==> src/rtl/mon_alarm_pkg.sv <==
package mon_alarm_pkg;
    parameter int VOLT_N = 5;
    parameter int FAN_N  = 2;
    parameter int CODE_W = 8;
    parameter int DATA_W = 16;

    localparam int LIM_N     = 2 * VOLT_N + 2 + FAN_N;
    localparam int ADDR_CFG  = LIM_N;
    localparam int ADDR_STAT = LIM_N + 1;
    localparam int REG_AW    = $clog2(LIM_N + 2);
    localparam int A_TMAX    = 2 * VOLT_N;
    localparam int A_TMIN    = 2 * VOLT_N + 1;
    localparam int A_FAN0    = 2 * VOLT_N + 2;
    localparam int SHARED_CH = VOLT_N - 1;
    localparam int TEMP_BIT  = VOLT_N;
    localparam int FAN_BIT0  = VOLT_N + 1;
    localparam int EXT_BIT   = VOLT_N + 1 + FAN_N;
    localparam int STAT_W    = EXT_BIT + 1;

    typedef logic [CODE_W-1:0] code_t;

    function automatic code_t lim_reset(input int idx);
        if (idx < 2 * VOLT_N)
            return (idx % 2 == 0) ? '1 : '0;
        else if (idx == A_TMAX)
            return {1'b0, {(CODE_W-1){1'b1}}};
        else if (idx == A_TMIN)
            return {1'b1, {(CODE_W-1){1'b0}}};
        else
            return '0;
    endfunction
endpackage

==> src/rtl/mon_limit_regs.sv <==
module mon_limit_regs
    import mon_alarm_pkg::*;
(
    input  logic                         clk,
    input  logic                         rst_n,
    input  logic                         wr,
    input  logic [REG_AW-1:0]            addr,
    input  logic [CODE_W-1:0]            wdata,
    output logic [LIM_N-1:0][CODE_W-1:0] lim,
    output logic                         share
);
    typedef struct packed {
        logic [LIM_N-1:0][CODE_W-1:0] lim;
        logic                         share;
    } lim_st_t;

    lim_st_t s_d, s_q;
    logic    unused_wdata;

    assign unused_wdata = ^wdata[CODE_W-1:1];

    always_comb begin
        s_d = s_q;
        for (int i = 0; i < LIM_N; i++) begin
            if (wr && addr == REG_AW'(i))
                s_d.lim[i] = wdata;
        end
        if (wr && addr == REG_AW'(ADDR_CFG))
            s_d.share = wdata[0];
    end

    always_ff @(posedge clk or negedge rst_n) begin
        if (!rst_n) begin
            for (int i = 0; i < LIM_N; i++)
                s_q.lim[i] <= lim_reset(i);
            s_q.share <= 1'b0;
        end else begin
            s_q <= s_d;
        end
    end

    assign lim   = s_q.lim;
    assign share = s_q.share;
endmodule

==> src/rtl/mon_volt_cmp.sv <==
module mon_volt_cmp
    import mon_alarm_pkg::*;
(
    input  code_t code,
    input  code_t max_lim,
    input  code_t min_lim,
    input  logic  en,
    output logic  hit
);
    always_comb begin
        hit = en && ((code > max_lim) || (code < min_lim));
    end
endmodule

==> src/rtl/mon_temp_evt.sv <==
module mon_temp_evt
    import mon_alarm_pkg::*;
(
    input  logic  clk,
    input  logic  rst_n,
    input  logic  share,
    input  logic  vld,
    input  code_t code,
    input  code_t max_lim,
    input  code_t min_lim,
    output logic  evt
);
    logic armed_d, armed_q;

    always_comb begin
        armed_d = armed_q;
        evt     = 1'b0;
        if (!share) begin
            armed_d = 1'b0;
        end else if (vld) begin
            if (!armed_q && ($signed(code) > $signed(max_lim))) begin
                evt     = 1'b1;
                armed_d = 1'b1;
            end else if (armed_q && ($signed(code) < $signed(min_lim))) begin
                evt     = 1'b1;
                armed_d = 1'b0;
            end
        end
    end

    always_ff @(posedge clk or negedge rst_n) begin
        if (!rst_n) armed_q <= 1'b0;
        else        armed_q <= armed_d;
    end
endmodule

==> src/rtl/mon_alarm_reg.sv <==
module mon_alarm_reg
    import mon_alarm_pkg::*;
(
    input  logic                     clk,
    input  logic                     rst_n,
    input  logic [VOLT_N*CODE_W-1:0] volt_code,
    input  logic [VOLT_N-1:0]        volt_vld,
    input  logic [FAN_N*CODE_W-1:0]  fan_code,
    input  logic [FAN_N-1:0]         fan_vld,
    input  logic                     ext_ovr,
    input  logic                     reg_wr,
    input  logic                     reg_rd,
    input  logic [REG_AW-1:0]        reg_addr,
    input  logic [CODE_W-1:0]        reg_wdata,
    output logic [DATA_W-1:0]        reg_rdata
);
    typedef struct packed {
        logic [STAT_W-1:0] stat;
        logic [DATA_W-1:0] rdata;
    } top_st_t;

    top_st_t                      s_d, s_q;
    logic [LIM_N-1:0][CODE_W-1:0] lim;
    logic                         share_q;
    logic [STAT_W-1:0]            ev;
    logic [STAT_W-1:0]            stat_q;
    logic [DATA_W-1:0]            rd_mux;
    logic                         rd_stat;

    mon_limit_regs u_lim (
        .clk   (clk),
        .rst_n (rst_n),
        .wr    (reg_wr),
        .addr  (reg_addr),
        .wdata (reg_wdata),
        .lim   (lim),
        .share (share_q)
    );

    for (genvar i = 0; i < VOLT_N; i++) begin : g_volt
        logic en;
        if (i == SHARED_CH) begin : g_shared
            assign en = volt_vld[i] & ~share_q;
        end else begin : g_plain
            assign en = volt_vld[i];
        end
        mon_volt_cmp u_cmp (
            .code    (volt_code[i*CODE_W +: CODE_W]),
            .max_lim (lim[2*i]),
            .min_lim (lim[2*i+1]),
            .en      (en),
            .hit     (ev[i])
        );
    end

    mon_temp_evt u_temp (
        .clk     (clk),
        .rst_n   (rst_n),
        .share   (share_q),
        .vld     (volt_vld[SHARED_CH]),
        .code    (volt_code[SHARED_CH*CODE_W +: CODE_W]),
        .max_lim (lim[A_TMAX]),
        .min_lim (lim[A_TMIN]),
        .evt     (ev[TEMP_BIT])
    );

    for (genvar j = 0; j < FAN_N; j++) begin : g_fan
        assign ev[FAN_BIT0+j] = fan_vld[j] &&
                                (fan_code[j*CODE_W +: CODE_W] < lim[A_FAN0+j]);
    end

    assign ev[EXT_BIT] = ext_ovr;
    assign rd_stat     = reg_rd && (reg_addr == REG_AW'(ADDR_STAT));

    always_comb begin
        rd_mux = '0;
        for (int i = 0; i < LIM_N; i++) begin
            if (reg_addr == REG_AW'(i))
                rd_mux = DATA_W'(lim[i]);
        end
        if (reg_addr == REG_AW'(ADDR_CFG))
            rd_mux = DATA_W'(share_q);
        if (reg_addr == REG_AW'(ADDR_STAT))
            rd_mux = DATA_W'(s_q.stat);
    end

    always_comb begin
        s_d      = s_q;
        s_d.stat = (rd_stat ? '0 : s_q.stat) | ev;
        if (reg_rd)
            s_d.rdata = rd_mux;
    end

    always_ff @(posedge clk or negedge rst_n) begin
        if (!rst_n) s_q <= '0;
        else        s_q <= s_d;
    end

    assign stat_q    = s_q.stat;
    assign reg_rdata = s_q.rdata;
endmodule


==> config.mk <==
export PLATFORM = sky130hd
export DESIGN_NAME = mon_alarm_reg
export DESIGN_NICKNAME = d
export VERILOG_FILES = /design/src/rtl/mon_alarm_pkg.sv /design/src/rtl/mon_limit_regs.sv /design/src/rtl/mon_volt_cmp.sv /design/src/rtl/mon_temp_evt.sv /design/src/rtl/mon_alarm_reg.sv
export SDC_FILE = /design/constraint.sdc
export NUM_CORES = 1
export LEC_CHECK = 0
export BUFFER_PORTS_ARGS = -buffer_cell sky130_fd_sc_hd__buf_2
export CAP_MARGIN = 25
export CELL_PAD_IN_SITES_DETAIL_PLACEMENT = 1
export CELL_PAD_IN_SITES_GLOBAL_PLACEMENT = 1
export CORE_ASPECT_RATIO = 1.75
export CORE_UTILIZATION = 25
export CTS_CLUSTER_DIAMETER = 200
export DETAILED_ROUTE_END_ITERATION = 8
export GPL_ROUTABILITY_DRIVEN = 1
export PLACE_DENSITY_LB_ADDON = 0.1
export SYNTH_ARGS = -nofsm -noshare
export SYNTH_HDL_FRONTEND = slang
export SYNTH_HIERARCHICAL = 1
export SYNTH_SLANG_ARGS = --single-unit
==> constraint.sdc <==
create_clock -name clk -period 4.44 [get_ports clk]
set_input_delay 0.444 -clock clk [delete_from_list [all_inputs] [get_ports clk]]
set_output_delay 0.444 -clock clk [all_outputs]
set_load 0.01 [all_outputs]
==> reports/results.ini, run 1 <==
[outcome]
status = complete, no violations

[clocking]
ctsResizeCount = 0
cts.sinks = 132
cts_htree_levels = 4
cts_made_buffers = 17
clock_tree_from_tritoncts = yes
clock_insertion_delay_worst_skew_ps = 450
ctsHoldBuffers = 0
clkTransAtPathRegs_ps = 60
cts.root.buffer_cell = clkbuf_16
clock_path_buffers = 2
post-cts-setup-buffers = 0

[finish]
design_area_um2 = 10700
drive_gt1_share_pct = 30.6
layout_commonest_cell = inv_1
most-common-layout-cells = inv_1 (110), ha_1 (104), mux2_2 (94)
area_growth_pct = 15.6
num_antenna_cells = 0
final_net_count = 1155

[worst_setup_path]
timing.critical_path.from = reg_addr[0]
critPathMaxStageDelay_ps = 470
worstPathArrival_ps = 2680
endpoint_kind = flip-flop
worstSetupStartpointType = input pin
crit_path_cell_trace = buf_2, buf_4, and2_0, and2_1, a221o_1, o2bb2ai_1, a21oi_1
critPathTopFamily = simple AND/OR/NAND/NOR gates
critical_path.reg2reg.startpoint = u_lim/lim[85]
worstPathRequired_ps = 4820
critPathSlowestCell = and2_1
worst_reg2reg_setup_slack_ps = 2290
worst-setup-path-type = in -> reg
critPathMaxFanout = 23
timing.critical_path.buf_inv = 2
timing.rr.end = stat_q[5]
reg2reg_depth = 7

[synthesis]
syn_area_um2 = 9290
asyncSetResetFlopFracSynth_pct = 100
synth-warning-count = 6
synth_enable_flop_cells = 0
synthDistinctLibCells = 74
synth-seq-area-share_pct = 36.2
seq_cells_post_synth = 132
synthesis.area_per_instance_um2 = 10.4
synth-main-ff-cell = dfrtp_1
syn_inst = 895

[power_and_ir_drop]
power.switching_fraction_pct = 33.3
total_leakage_power_uw = 0.00481
power.share.combinational_pct = 27.7
power.share.sequential_pct = 40.0
powerDensity_nw_per_um2 = 437
clkPwrFrac_pct = 32.3
netSwitchingPower_uw = 1560
max-vdd-ir-drop_mv = 0.229
cellInternalPower_uw = 3130

[timing]
maxClockFrequency_ghz = 0.435
setup_total_negative_slack_ps = 0
post-route-period-util_pct = 51.8
slew_headroom_pct = 38.0
finalMaxSlewViolations = 0
rsz0062_at_grt = false
worst_slack_ps = 2140
tightestPinTransition_ps = 931
finalClockSkew_ps = 13.0
timing.final.hold_violations = 0
finalWorstPathRequiredPeriod_ps = 2300
setup_viol_count_final = 0

[placed_design]
place.gp.congestion = 0.775
count_of_buffers_inserted_at_the_top_level_ports = 88
dp_hpwl_um = 27500
worst_slack_at_placement_ps = 1700
placedInstanceArea_um2 = 10100

[routing]
finalWirelength_um = 35000
drt-initial-drc-count = 327
detail_route.drc_violations = 0
routed-via-count = 7097
via_per_inst = 4.86
detail_route.first_pass.iterations = 5
drt.antenna.violating_nets = 0
wl_per_cell_um = 24.0

[grt]
global_route.usage.total_pct = 19.3
grt_max_degree = 64
antenna_found_initial = 1
grt_pass1_wl_um = 52100
grt_overflow = 0
via_count_of_the_first_global_routing_pass = 7812

[floorplanning]
floorplan.initialDensity_pct = 25.3
die_width_um = 148
core-area_um2 = 36700
chipHeight_um = 257
io_pins = 96
fp-row-count = 93
area_of_the_die_um2 = 38000

[worst_hold_path]
min_path_type = in -> async

[job]
timing.max_cap.violations = 0

-- power by group through the flow --
| stage | logic, µW | clock network (µW) | registers, µW |
|---|---|---|---|
| after floorplan | 933 | 0 | 1700 |
| after global placement | 1300 | 0 | 1910 |
| after detailed placement | 1330 | 0 | 1920 |
| after CTS | 1330 | 1550 | 1900 |
| after global routing | 1480 | 1590 | 1920 |
| final | 1300 | 1510 | 1880 |
-- final cells by class --
type	count	area (µm²)
fillers	4177	25900
clock buffers	22	464
clock inverters	10	156
flip-flops and latches	132	3360
multi-input cells	614	5240
repair buffers	94	492
well taps	475	594
inverters	112	420
-- cell usage after synthesis, types with 3 or more instances --
cell / count / area share, %
o22ai_1: 4 / 0.27
nand2b_1: 19 / 1.3
mux4_2: 4 / 0.97
nor3b_1: 6 / 0.49
nand2_1: 38 / 1.5
nor2_1: 22 / 0.89
a21oi_2: 3 / 0.28
o21a_1: 5 / 0.40
o221ai_1: 5 / 0.47
mux2_1: 23 / 2.8
nor3_1: 6 / 0.32
buf_6: 6 / 0.73
ha_1: 104 / 14
or3_1: 3 / 0.20
mux2_2: 94 / 11
dfstp_2: 48 / 14
nor3_2: 3 / 0.32
buf_4: 10 / 0.81
clkbuf_1: 4 / 0.16
and3b_1: 5 / 0.47
a2111oi_2: 3 / 0.49
nand3_1: 6 / 0.32
dfrtp_1: 84 / 23
a211oi_1: 6 / 0.49
nor2b_1: 15 / 1.0
a32oi_1: 5 / 0.47
a21o_1: 15 / 1.2
nand3b_1: 4 / 0.32
nand4_1: 17 / 1.1
inv_1: 110 / 4.4
nor2_2: 7 / 0.47
o2bb2ai_1: 4 / 0.38
o211ai_1: 12 / 0.97
and2_1: 3 / 0.20
o21ai_1: 8 / 0.43
mux2i_1: 13 / 1.4
o21ai_0: 40 / 2.2
a21oi_1: 52 / 2.8
a22oi_1: 5 / 0.40
a32o_1: 3 / 0.32
a31oi_1: 7 / 0.47
o31a_1: 3 / 0.28
buf_2: 22 / 1.2
-- registers in the layout (all words and copies together), names as in the netlist --
| signal | count |
|---|---|
| u_lim/lim | 112 |
| reg_rdata | 9 |
| stat_q | 9 |
| u_lim/share | 1 |
| u_temp/armed_q | 1 |
-- worst max path at each step --
stage                   endpoint  slack, ps  cells after the start
finish              reg_rdata[7]       2140                      7
detailed placement  reg_rdata[7]       1700                      7
floorplan              stat_q[5]       2600                      7
global placement    reg_rdata[7]       1710                      7
CTS                 reg_rdata[7]       2160                      7
global route        reg_rdata[7]       1970                      7
-- metrics by stage --
stage	hold slack (ps)	std cells	power, µW	utilization (%)
2_1_floorplan	148	901	2640	-
3_3_place_gp	466	1427	3210	27.6
3_5_place_dp	468	1427	3240	27.6
4_1_cts	16.0	1459	4780	29.3
5_1_grt	58.0	1459	4990	29.3
6_report	2.90	1459	4690	29.3
-- cells by family (layout without fill, tap and decap cells) --
logic type                 count (synthesis)  count (layout)  share of synthesized area (%)
and+or+nand+nor                          166             166                           10.3
DFF                                      132             132                           36.2
other                                      1               7                         0.0404
adders and majority gates                104             104                           14.0
muxes                                    137             137                           17.3
buffers and inverters                    155             238                           7.57
AOI/OAI and AO/OA                        200             200                           14.6
-- worst reg2reg max path, cell delays in order, from the launching register on --
cell and delay (ps):
dfstp_2 590, inv_1 60, ha_1 290, a21oi_1 200, o211ai_1 110, o311ai_1 410
o221ai_2 190, a21o_1 190
-- layer usage --
| metal | share of wire [%] | GRT usage, % |
|---|---|---|
| met1 | 37 | 20.1 |
| met4 | 3.0 | 7.85 |
| met2 | 58 | 38.1 |
| met5 | 0.029 | 0 |
| met3 | 1.8 | 2.38 |
(Power assumes the default switching activity.)
==> run 2, diff against run 1 <==
==> constraint.sdc (replaced) <==
create_clock -name clk -period 1.9 [get_ports clk]
set_input_delay 0.19 -clock clk [delete_from_list [all_inputs] [get_ports clk]]
set_output_delay 0.19 -clock clk [all_outputs]
set_load 0.01 [all_outputs]
==> run 2 against run 1 <==
Via count is 5.5% higher. First-iteration DRC count decreased by 16%. Register-to-register slack lost 2200 ps. Worst setup slack got worse by 2100 ps. Critical path depth unchanged. Utilization up 2.3 points. Global-route usage rose by 0.39 points. Design area grew 7.8%. Sequential power increased by 130%. Sequential cell count stayed put. Die area unchanged. Largest power group unchanged.
==> reports/results.ini, run 2 (same netlist as run 1, synthesis figures left out) <==
[placed_design]
place.gp.congestion = 0.817
count_of_buffers_inserted_at_the_top_level_ports = 88
dp_hpwl_um = 28900

[clocking]
cts_made_buffers = 17
clock_tree_from_tritoncts = yes
clock_path_buffers = 2
cts.sinks = 132
cts_htree_levels = 4
clkTransAtPathRegs_ps = 60
cts.root.buffer_cell = clkbuf_16
clock_insertion_delay_worst_skew_ps = 440

[finish]
filler_cell_count = 4188
multi_input_area_um2 = 5360
top_register = u_lim/lim
largest_register_ff_count = 112
drive_gt1_share_pct = 37.2
area_growth_pct = 24.5
seq_area_um2 = 3360
most-common-layout-cells = inv_1 (109), ha_1 (98), mux2_2 (94)
layout.core_utilization_pct = 31.6
final_net_count = 1240
layout_commonest_cell = inv_1

[grt]
via_count_of_the_first_global_routing_pass = 8305
grt_max_degree = 62
grt_pass1_wl_um = 53500
global_route.usage.total_pct = 19.7
antenna_found_initial = 3
grt_overflow = 0

[floorplanning]
chipHeight_um = 257
fp-row-count = 93
io_pins = 96
die_width_um = 148
core-area_um2 = 36700
floorplan.initialDensity_pct = 25.3
area_of_the_die_um2 = 38000

[power_and_ir_drop]
power.share.combinational_pct = 32.2
total_leakage_power_uw = 0.00523
powerDensity_nw_per_um2 = 945
clkPwrFrac_pct = 28.8
power.share.sequential_pct = 38.9
cellInternalPower_uw = 7180
netSwitchingPower_uw = 3750
max-vdd-ir-drop_mv = 0.559
power.switching_fraction_pct = 34.3

[routing]
wl_per_cell_um = 23.2
drt-initial-drc-count = 274
via_per_inst = 4.85
detail_route.drc_violations = 0
routed-via-count = 7488
finalWirelength_um = 35900
detail_route.first_pass.iterations = 4
drt.antenna.violating_nets = 0

[worst_setup_path]
worstPathArrival_ps = 2220
reg2reg_depth = 7
endpoint_kind = flip-flop
worstPathRequired_ps = 2280
worstSetupStartpointType = flip-flop
critPathMaxFanout = 2
worst-setup-path-type = reg -> reg

[job]
timing.max_cap.violations = 0

[timing]
finalMaxSlewViolations = 0
rsz0062_at_grt = true
finalWorstPathRequiredPeriod_ps = 1840
timing.final.hold_violations = 0
maxClockFrequency_ghz = 0.543
setup_total_negative_slack_ps = 0
tightestPinTransition_ps = 549
finalClockSkew_ps = 7.63
post-route-period-util_pct = 96.9
setup_viol_count_final = 0
worst_hold_slack_across_all_endpoints_ps = 64.1
slew_headroom_pct = 63.4

[worst_hold_path]
min_path_type = in -> reg
holdPathStages = 3

[outcome]
status = complete, no violations

run 2: cell types whose count changed in the layout (fill, tap and decap cells not counted), sizes merged:
cell         previous run  this run
clkbuf                 22        23
diode                   0         1
buf                    94       177
clkinvlp                1         5
dlygate4sd3             0         2
bufinv                  4         1
clkinv                  6         4
run 2: final cells by class:
| class | count | share of cell area (%) |
|---|---|---|
| multi-input cells | 614 | 46.4 |
| flip-flops and latches | 132 | 29.1 |
| clock inverters | 9 | 0.714 |
| repair buffers | 179 | 11.0 |
| inverters | 112 | 3.63 |
| well taps | 475 | 5.14 |
| diodes | 1 | 0.0216 |
| clock buffers | 23 | 4.05 |
run 2: worst max-delay path, cell delays in order (launching register included):
cell      delay (ps)
dfstp_2          530
inv_1             60
ha_4             270
or4b_4           460
a21oi_4          140
nand2b_1          80
o221ai_2         120
a21o_1           110
run 2: what timing repair did:
action | CTS | global route
endpoints found under the setup margin | 3 | 6
pin swaps | 4 | 6
resized for setup | 3 | 14
hold endpoints to repair | 33 | 0
hold buffers | 2 | 0
buffers inserted | 2 | 2
run 2: power by group through the flow:
stage / Combinational [µW] / Clock (µW) / Sequential, µW
2_1_floorplan: 2180 / 0 / 3980
3_3_place_gp: 3380 / 0 / 4340
3_5_place_dp: 3450 / 0 / 4340
4_1_cts: 3520 / 3270 / 4290
5_1_grt: 3960 / 3370 / 4360
6_report: 3520 / 3150 / 4260
run 2: layer usage:
metal  global-route usage, %  wire length, µm  vias up  part of all wire (%)
met5                       0               13        -                 0.036
met4                    8.68             1340        2                   3.7
met3                    3.30              996       54                   2.8
met2                    38.8            20700      130                    58
met1                    19.7            12900     3773                    36
li1                        -                -     3529                     -
run 2: final timing paths:
| check | slack [ps] | endpoint | from |
|---|---|---|---|
| max in group asynchronous | 960 | u_lim/lim[50] | rst_n |
| min in group asynchronous | 210 | u_lim/lim[78] | rst_n |
| hold / removal | 60 | stat_q[6] | fan_vld[0] |
| setup reg to reg | 60 | stat_q[5] | u_lim/lim[95] |
| hold reg to reg | 500 | stat_q[8] | stat_q[8] |
| setup / recovery | 60 | stat_q[5] | u_lim/lim[95] |
run 2: through the flow:
step                      cell area (µm²)  power, µW  instances  worst slack (ps)
final                               11600      10900       1545              59.4
after global routing                11600      11700       1545             -27.5
after CTS                           11500      11100       1542              1.34
after detailed placement            10800       7800       1506              -229
after global placement              10800       7730       1506              -204
after floorplan                      9310       6160        901              59.6
==> run 3, diff against run 2 <==
--- a/config.mk
+++ b/config.mk
@@ -10,11 +10,13 @@
 export CELL_PAD_IN_SITES_DETAIL_PLACEMENT = 1
 export CELL_PAD_IN_SITES_GLOBAL_PLACEMENT = 1
 export CORE_ASPECT_RATIO = 1.75
+export CORE_MARGIN = 10
 export CORE_UTILIZATION = 25
 export CTS_CLUSTER_DIAMETER = 200
 export DETAILED_ROUTE_END_ITERATION = 8
 export GPL_ROUTABILITY_DRIVEN = 1
 export PLACE_DENSITY_LB_ADDON = 0.1
+export SETUP_SLACK_MARGIN = 0.3
 export SYNTH_ARGS = -nofsm -noshare
 export SYNTH_HDL_FRONTEND = slang
 export SYNTH_HIERARCHICAL = 1
==> run 3 against run 2 <==
Sequential cell count unchanged. Cell count increased by 2.1%. Highest routed layer unchanged. Non-clock buffer count increased by 33. Largest power group unchanged. Worst hold slack got worse by 1.8 ps. Largest cell class unchanged. Count of clock-buffer cells in the layout unchanged.
==> reports/results.ini, run 3 (same netlist as run 1, synthesis figures left out) <==
[outcome]
status = complete, no violations

[grt]
global_route.usage.total_pct = 16.2
grt_pass1_wl_um = 55200
grt_max_degree = 52
via_count_of_the_first_global_routing_pass = 8524
antenna_found_initial = 2
grt_overflow = 0

[power_and_ir_drop]
fin_total_pwr_uw = 11300
total_leakage_power_uw = 0.00542
max-vdd-ir-drop_mv = 0.378
powerDensity_nw_per_um2 = 925

[placed_design]
dpl.cell_count = 1515
count_of_buffers_inserted_at_the_top_level_ports = 88
place.gp.congestion = 0.843
dp_hpwl_um = 29300

[finish]
filler_cell_count = 4212
layoutNonFillerInstCount = 1577
area_growth_pct = 31.7
drive_gt1_share_pct = 45.6
layout_commonest_cell = buf_4
most-common-layout-cells = buf_4 (109), mux2_2 (94), inv_1 (92)
layout.core_utilization_pct = 33.3
num_antenna_cells = 0
final_net_count = 1273
top_register = u_lim/lim
largest_register_ff_count = 112

[timing]
post-route-period-util_pct = 96.8
setup_viol_count_final = 0
finalWorstPathRequiredPeriod_ps = 1840
worst_hold_slack_across_all_endpoints_ps = 62.3
setup_total_negative_slack_ps = 0
tightestPinTransition_ps = 650
finalClockSkew_ps = 9.55
maxClockFrequency_ghz = 0.544
rsz0062_at_grt = true
finalMaxSlewViolations = 0
slew_headroom_pct = 56.2
timing.final.hold_violations = 0

[routing]
via_per_inst = 4.80
drt-initial-drc-count = 237
detail_route.drc_violations = 0
finalWirelength_um = 36600
routed-via-count = 7575
wl_per_cell_um = 23.2
detail_route.first_pass.iterations = 4
drt.antenna.violating_nets = 0

[worst_setup_path]
endpoint_kind = flip-flop
worstPathRequired_ps = 2240
worstSetupStartpointType = flip-flop
critPathMaxFanout = 2
worstPathArrival_ps = 2180
worst-setup-path-type = reg -> reg

[floorplanning]
area_of_the_die_um2 = 45600
chipHeight_um = 275
io_pins = 96
floorplan.initialDensity_pct = 25.3
fp-row-count = 93
die_width_um = 166
core-area_um2 = 36800

[clocking]
cts.root.buffer_cell = clkbuf_16
clkTransAtPathRegs_ps = 60
cts.sinks = 132
clock_tree_from_tritoncts = yes
clock_path_buffers = 2
clock_insertion_delay_worst_skew_ps = 450
cts_made_buffers = 17
cts_htree_levels = 4

[worst_hold_path]
min_path_type = in -> reg

[job]
timing.max_cap.violations = 0

==> run 3: final timing paths <==
| kind | start | end | slack [ps] | cells past startpoint |
|---|---|---|---|---|
| max in group asynchronous | rst_n | u_lim/lim[19] | 1050 | 3 |
| max reg2reg | u_lim/lim[1] | stat_q[0] | 60 | 8 |
| min | volt_vld[2] | stat_q[2] | 60 | 3 |
| max | u_lim/lim[1] | stat_q[0] | 60 | 8 |
| min reg2reg | stat_q[1] | stat_q[1] | 480 | 1 |
| min in group asynchronous | rst_n | u_lim/lim[79] | 190 | 2 |
==> run 3: area by class of cell <==
cell class	count	area, µm²	area share, %
Clock inverter	9	56.3	0.460
Clock buffer	23	478	3.91
Tap cell	475	594	4.86
Timing Repair Buffer	212	1520	12.4
Sequential cell	132	3370	27.5
Inverter	112	420	3.44
Multi-Input combinational cell	614	5800	47.4
==> run 3: layer usage <==
layer	vias up	track usage (%)	share of wire, %
li1	3582	-	-
met1	3836	16.7	38
met2	109	31.9	57
met3	44	2.61	2.5
met4	4	5.71	2.4
met5	-	0	0.068
==> run 3: per-stage QoR <==
step	setup slack (ps)	area (µm²)
after floorplan	170	9400
after global placement	-64.8	11000
after detailed placement	-62.3	11000
after CTS	-32.3	11900
after global routing	-24.3	12200
final	60.5	12200
==> run 3: critical path: stages, from the launching register on <==
cell	delay, ps
dfstp_2	540
inv_2	40
ha_4	200
nor2b_4	120
o211ai_2	140
a21oi_2	80
a2111oi_2	250
o22ai_2	180
a21o_1	180
==> run 3: report_power, final <==
part	switching [µW]	internal (µW)	leakage, µW
Combinational	1990	2040	0.00365
Sequential	629	3610	0.00151
Clock	1290	1750	0.000259
==> run 3: what timing repair did <==
action,CTS,global route
gates resized for setup,49,45
setup buffers,15,13
hold buffers,2,0
endpoints found under the setup margin,12,14
hold endpoints to repair,94,0
cloned,0,0
pin swaps,40,35
